==> src/rtl/pid_tlb.sv <==
module pid_tlb #(
  parameter int ENTRIES = 64,
  parameter int PIDW    = 8,
  localparam int IW     = $clog2(ENTRIES)
) (
  input  logic            clk,
  input  logic            rst_n,
  input  logic            lk_valid,
  input  logic [31:0]     lk_va,
  input  logic [PIDW-1:0] lk_pid,
  input  logic [1:0]      lk_kind,
  input  logic            inst_xlate_en,
  input  logic            data_xlate_en,
  input  logic            irq_entry,
  input  logic            wr_en,
  input  logic [IW-1:0]   wr_idx,
  input  logic [31:0]     wr_tag,
  input  logic [31:0]     wr_data,
  input  logic [PIDW-1:0] wr_pid,
  input  logic            inv_all,
  output logic            res_valid,
  output logic [31:0]     res_pa,
  output logic [2:0]      res_perm,
  output logic [1:0]      res_attr,
  output logic            res_miss,
  output logic            res_fault
);

  logic [ENTRIES-1:0] vld;
  logic [21:0]        epn  [ENTRIES];
  logic [2:0]         sz   [ENTRIES];
  logic [PIDW-1:0]    tpid [ENTRIES];
  logic [21:0]        rpn  [ENTRIES];
  logic [4:0]         prop [ENTRIES];

  wire unused_bits = ^{wr_tag[5:0], wr_data[9:5]};

  always_ff @(posedge clk) begin
    if (!rst_n)       vld <= '0;
    else if (inv_all) vld <= '0;
    else if (wr_en)   vld[wr_idx] <= wr_tag[6];
  end

  always_ff @(posedge clk) begin
    if (wr_en && !inv_all) begin
      epn[wr_idx]  <= wr_tag[31:10];
      sz[wr_idx]   <= wr_tag[9:7];
      tpid[wr_idx] <= wr_pid;
      rpn[wr_idx]  <= wr_data[31:10];
      prop[wr_idx] <= wr_data[4:0];
    end
  end

  logic [ENTRIES-1:0] hit;
  for (genvar i = 0; i < ENTRIES; i++) begin : g_cmp
    wire [4:0]  sh  = 5'd10 + {1'b0, sz[i], 1'b0};
    wire [31:0] msk = 32'hFFFF_FFFF << sh;
    assign hit[i] = vld[i] && (tpid[i] == lk_pid) &&
                    (((lk_va ^ {epn[i], 10'b0}) & msk) == 32'h0);
  end

  logic [IW-1:0] sel;
  always_comb begin
    sel = '0;
    for (int i = ENTRIES - 1; i >= 0; i--)
      if (hit[i]) sel = IW'(i);
  end

  wire        found   = |hit;
  wire        xon     = !irq_entry && ((lk_kind == 2'b10) ? inst_xlate_en : data_xlate_en);
  wire [4:0]  sel_sh  = 5'd10 + {1'b0, sz[sel], 1'b0};
  wire [31:0] sel_msk = 32'hFFFF_FFFF << sel_sh;
  wire [31:0] hit_pa  = ({rpn[sel], 10'b0} & sel_msk) | (lk_va & ~sel_msk);
  wire [2:0]  sel_pm  = prop[sel][2:0];
  wire        allowed = (lk_kind == 2'b01) ? sel_pm[1] :
                        (lk_kind == 2'b10) ? sel_pm[2] : sel_pm[0];

  always_ff @(posedge clk) begin
    if (!rst_n) begin
      res_valid <= 1'b0;
      res_pa    <= '0;
      res_perm  <= '0;
      res_attr  <= '0;
      res_miss  <= 1'b0;
      res_fault <= 1'b0;
    end else begin
      res_valid <= lk_valid;
      if (lk_valid) begin
        if (!xon) begin
          res_pa    <= lk_va;
          res_perm  <= 3'b111;
          res_attr  <= 2'b00;
          res_miss  <= 1'b0;
          res_fault <= 1'b0;
        end else if (!found) begin
          res_pa    <= '0;
          res_perm  <= 3'b000;
          res_attr  <= 2'b00;
          res_miss  <= 1'b1;
          res_fault <= 1'b0;
        end else begin
          res_pa    <= hit_pa;
          res_perm  <= sel_pm;
          res_attr  <= prop[sel][4:3];
          res_miss  <= 1'b0;
          res_fault <= !allowed;
        end
      end
    end
  end

  a_r4_miss_not_fault: assert property (@(posedge clk) disable iff (!rst_n)
    res_valid |-> !(res_miss && res_fault));

  a_r4_miss_no_rights: assert property (@(posedge clk) disable iff (!rst_n)
    (res_valid && res_miss) |-> (res_perm == 3'b000));

  a_r6_passthrough: assert property (@(posedge clk) disable iff (!rst_n)
    (lk_valid && !xon) |=> (res_pa == $past(lk_va) && !res_miss && !res_fault));

  a_r7_result_next: assert property (@(posedge clk) disable iff (!rst_n)
    lk_valid |=> res_valid);

  a_r7_no_spurious: assert property (@(posedge clk) disable iff (!rst_n)
    !lk_valid |=> !res_valid);

  a_r9_flush_misses: assert property (@(posedge clk) disable iff (!rst_n)
    (lk_valid && xon && $past(inv_all)) |=> res_miss);

endmodule

==> config.mk <==
export PLATFORM = sky130hd
export DESIGN_NAME = pid_tlb
export DESIGN_NICKNAME = d
export VERILOG_FILES = /design/src/rtl/pid_tlb.sv
export SDC_FILE = /design/constraint.sdc
export NUM_CORES = 2
export LEC_CHECK = 0
export BUFFER_PORTS_ARGS = -buffer_cell sky130_fd_sc_hd__buf_2
export CORE_ASPECT_RATIO = 1.75
export CORE_MARGIN = 2
export CORE_UTILIZATION = 43
export CTS_CLUSTER_SIZE = 30
export DETAILED_ROUTE_END_ITERATION = 10
export GPL_TIMING_DRIVEN = 0
export PLACE_DENSITY = 0.59
export SLEW_MARGIN = 20
export SYNTH_ARGS = -nofsm -noshare
export SYNTH_HDL_FRONTEND = slang
export SYNTH_SLANG_ARGS = --single-unit
==> constraint.sdc <==
create_clock -name clk -period 6.5 [get_ports clk]
set_input_delay 0.325 -clock clk [delete_from_list [all_inputs] [get_ports clk]]
set_output_delay 0.325 -clock clk [all_outputs]
set_load 0.005 [all_outputs]
==> impl_results.md, run 1 <==
- CTS sink cnt: 3944
- Asr flop ratio synth: 0%
- Seq/Total Area, Yosys: 64.8%
- Gr ovfl total: 25
- Synth Flop Type: edfxtp_1
- H-tree levels: 5
- Synth Cell Area: 181000 sq um
- Vias in the first global route: 138000
- Largest family of logic cells by synthesized area: XOR/XNOR gates
- Port-buffer cells: 140
- # IOs: 168
- First-pass GRT wire length: 1510000 um
- Mapped Nets: 13500
- Last stage: global routing (5_1_grt)
- Height of the die: 863 um
- FF+latch count, synth: 3944
- Die Wd: 495 um
- XOR/XNOR Fraction of Synth Area: 9.29%
- Yosys cell types: 124
- Multiplexer share of the synthesized area: 4.30%
- Post-synth EDFFs: 3840
- Tool Error: [ERROR GRT-0116] Global routing finished with congestion. Check the congestion regions in the DRC Viewer.
- Routability cong.: 1.11
- Initial Util: 43.2%
- Largest net degree at the start of global routing: 65
- Gr usage total: 54.9%
- Compound-Gate Fraction of Synth Area: 8.69%
- Place WS: -6.21 ns
- Hpwl dp: 814000 um
- Syn Inst Count: 13100
- Status: aborted with a tool error
- CTS Root Cell: clkbuf_16
- Yosys warning count: 0
- Simple-gate share of the synthesized area: 8.30%
- Post-DP Area: 201000 sq um
- CTS Buf Count: 381
- CTS Buffer Depth: 4
- Row cnt: 315
- Adder-Cell Fraction of Synth Area: 1.79%
- Post-Syn Area per Cell: 13.9 sq um
[synth_stat cells (29+ instances only)]
cell type,instances,area (sq um)
o21ai_0,444,2220
mux2i_1,574,5750
inv_1,277,1040
a2111oi_0,75,657
a21oi_1,564,2820
edfxtp_1,3840,115000
nand4_1,391,2450
xnor2_1,1536,13500
o2111ai_1,66,578
o32ai_1,30,263
nand2_1,808,3030
a211o_1,31,272
buf_6,121,1360
a211oi_1,137,1030
clkbuf_1,179,672
nand2b_1,34,213
a21boi_0,75,563
a22oi_1,119,893
buf_1,31,116
nor3_1,138,691
a21o_1,58,435
o21a_1,32,240
and3_1,63,394
nor2_1,585,2200
or2_2,35,219
or4_1,29,218
a311oi_1,35,307
dfxtp_1,104,2080
mux2_2,164,1850
nor4b_1,30,263
nor2b_1,39,244
o22ai_1,72,450
and2_1,60,375
nand3_1,426,2130
xor2_1,386,3380
o211ai_1,80,601
a31oi_1,100,626
buf_4,149,1120
ha_1,260,3250
nor4_1,147,920
or3_1,32,200
buf_2,113,566
[through the flow]
stage,instances,util (%)
after global placement,18800,45.0
after floorplan,13100,-
after detailed placement,19300,47.8
after CTS,20300,52.7
[per-layer routing]
layer / GRT usage [%] / GRT overflow
met4: 61.7 / 8
met5: 2.02 / 0
met3: 20.6 / 0
met2: 81.0 / 17
met1: 56.4 / 0
[cells by family after synthesis]
kind of cell	count (synthesis)
and+or+nand+nor	2981
adders and majority gates	260
xor gates and xnor gates	1923
AOI/OAI and AO/OA	2321
DFF	3944
buffers and inverters	890
muxes	749
[timing repair]
item | CTS
buffers inserted | 232
gates cloned | 7
hold buffers | 70
pin swaps | 180
gates resized for setup | 1243
endpoints found under the setup margin | 30
endpoints found under the hold margin | 2075
==> run 2: changes to the inputs <==
CORE_ASPECT_RATIO = default   (was 1.75)
CORE_UTILIZATION = 28   (was 43)
CTS_CLUSTER_SIZE = default   (was 30)
PLACE_DENSITY = default   (was 0.59)
PLACE_DENSITY_LB_ADDON = 0.15   (was default)
==> run 2 against run 1 <==
Effect of this change:
- synthesized cell count unchanged
- the flow now finishes, with violations (setup timing)
- area after synthesis unchanged
==> impl_results.md, run 2 <==
- Status: complete, but fails checks
- Violated checks: setup timing
- Synth Flop Type: edfxtp_1
- Pre-antenna DRT Iters: 10
- Largest delay share family, worst path: buffers and inverters
- Asr flop ratio synth: 0%
- # DRC: 0
- Post-synth EDFFs: 3840
- VDD IR max: 0.233 mV
- Multi-input gate area: 64400 sq um
- Commonest non-fill, non-tap cell in the layout: edfxtp_1
- Fin util: 35.5%
- CTS sink cnt: 3944
- Via density: 5.65
- Core Area: 645000 sq um
- Fill count: 62600
- R2R depth: 26
- Height of the die: 809 um
- Die Area: 654000 sq um
- Ratio of cells with drive above 1 in the final layout: 21.1%
- Worst setup startpoint: lk_va[29]
- Fmax: 0.140 GHz
- First-pass GRT wire length: 1310000 um
- Top flop regs: epn x1408, rpn x1408, tpid x512
- Cell taking the most area after synthesis: edfxtp_1
- CTS Buf Count: 451
- Final Cycle Share: 110%
- Worst Hold End: res_pa[30]
- Hold_sp: data_xlate_en
- Tmin final: 7.14 ns
- Post-Place Cells: 22300
- Tightest Pin Transition: 1.27 ns
- CTS Root Cell: clkbuf_16
- # IOs: 168
- CP endpoint kind: flip-flop
- Area grow syn2layout: 26.4%
- Leakage power: 72.8 nW
- Synth top cells by count: edfxtp_1, xnor2_1, nand2_1
- Worst r2r dst: res_pa[19]
- Place WS: -5.16 ns
- Critical path required time: 7.45 ns
- Antenna-violating nets left: 0
- Crit path kind: primary input to flip-flop
- Vias in the first global route: 121000
- Gr usage total: 30.7%
- Reg2Reg Launch Point: sz[5][0]
- Via count: 133000
- Initial Util: 28.1%
- Routability cong.: 1.01
- Slew Limit Fails: 0
- Syn Inst Count: 13100
- Mapped Nets: 13500
- Largest net degree at the start of global routing: 65
- Routed Wire Length: 1040000 um
- Yosys warning count: 0
- Port-buffer cells: 140
- RSZ-0062 raised after global routing: true
- Synth top area share: 63.6%
- Critical path startpoint category: primary input
- Iter 0 DRT Violations: 21800
- DR WL/cell: 44.1 um
- Final hold vios: 0
- Hpwl dp: 747000 um
- H-tree levels: 5
- Max-cap violations: 0
- Synth Cell Area: 181000 sq um
- Row cnt: 295
- Post-Syn Area per Cell: 13.9 sq um
- Hold Crit Depth: 5
- Largest stage delay on the critical path: 0.70 ns
- Worst Path Buf+Inv: 13
- CP max stage cell: a21oi_2
- WP data arrival: 8.10 ns
- Hold Crit Class: primary input to flip-flop
- Clk slew on worst S/H paths: 0.06 ns
- Final setup vio count: 28
- CTS Buffer Depth: 4
- CTS tree: yes
- Yosys cell types: 124
- CP Max Fanout: 10
- Seq/Total Area, Yosys: 64.8%
- Slew Limit Headroom: 14.9%
- Clock skew: 0.0717 ns
- Nets@finish: 14900
- Non-Filler Instances: 23600
- Sequential Area: 117000 sq um
- Most frequent cells in the layout: edfxtp_1, xnor2_1, nand2_1
- Main area contributors after synthesis: edfxtp_1, xnor2_1, mux2i_1
- Gr ovfl total: 0
- FF+latch count, synth: 3944
- Post-DP Area: 204000 sq um
- Skew-Pair Late Insertion Delay: 1.09 ns
- Design Area, Final: 229000 sq um
- Pwr/cell area: 251 nW/um^2
- Die Wd: 809 um
- R2R setup slack: -0.62 ns
- Most numerous cell in the Yosys netlist: edfxtp_1
- Setup slack after layout: -0.645 ns
- Antenna violations before repair: 137
[run 2: cell counts after synthesis]
Identical to the previous run, type by type.
[run 2: cell families (layout without fill, tap and decap cells)]
kind of cell	Yosys count	after routing	synth area share [%]
AO/OA/AOI/OAI	2321	2321	8.69
XOR/XNOR	1923	1923	9.29
adder cells (fa/ha/maj)	260	260	1.79
buffers and inverters	890	2724	2.86
flip-flops	3944	3944	64.8
multiplexers	749	749	4.30
other	0	76	0
AND/OR/NAND/NOR	2981	2981	8.30
[run 2: how the worst max path moves through the flow]
stage                       endpoint  depth (start not counted)
after global routing      res_pa[11]                         27
after floorplan           res_pa[13]                         25
after global placement    res_pa[19]                         21
after detailed placement  res_pa[19]                         28
after CTS                 res_pa[21]                         27
final                     res_pa[30]                         29
[run 2: timing repair]
action	in CTS	in global routing
endpoints found under the hold margin	2970	128
buffers inserted	280	45
pin swaps	189	91
endpoints found under the setup margin	28	28
cloned	3	3
resized for setup	1383	127
hold buffers	77	2
[run 2: cell type report]
cell class,instances,area share [%]
Sequential cell,3944,51.2
Multi-Input combinational cell,8234,28.1
Timing Repair Buffer,1020,6.31
Clock buffer,569,5.20
Tap cell,8613,4.70
Buffer,603,2.86
Clock inverter,254,1.05
Inverter,278,0.479
Antenna cell,76,0.0830
[run 2: power breakdown]
part	switching [mW]	internal [mW]
registers	0.0501	28.0
clock network	11.4	14.4
logic	2.81	0.923
total	14.2	43.3
[run 2: worst register-to-register path, cell delays in order (launching register included)]
cell and delay [ns]:
edfxtp_1 0.53, ha_1 0.29, ha_1 0.23, a2bb2oi_1 0.31, nor4_4 0.67, o2111ai_1 0.34, or2_2 0.43, a311oi_2 0.49
a2111oi_4 0.11, buf_4 0.19, and2_4 0.16, buf_12 0.15, buf_16 0.21, mux2i_4 0.27, mux2i_2 0.23, mux2i_4 0.15
mux2i_1 0.22, o22ai_2 0.17, a211oi_4 0.35, clkbuf_16 0.27, ha_4 0.16, inv_2 0.04, ha_4 0.29, inv_8 0.06
nor2_4 0.27, a2bb2oi_4 0.30, o32ai_1 0.13
[run 2: through the flow]
step	TNS, ns	hold slack [ns]	total power, mW
3_3_place_gp	-	0.455	31.9
3_5_place_dp	-132.65	0.456	32.1
4_1_cts	-4.40	0.00148	57.6
2_1_floorplan	0	0.424	29.9
6_report	-13.35	0.0645	57.6
5_1_grt	-9.80	0.0684	58.6
[run 2: layer usage]
metal | GRT usage (%) | up-vias | routed length, um
met4 | 16.8 | 38 | 71200
met5 | 0 | - | 283
met1 | 40.5 | 70400 | 415000
met3 | 5.89 | 1882 | 93900
met2 | 47.4 | 8128 | 460000
li1 | - | 52900 | -
Power figures use the tool's default switching activity.
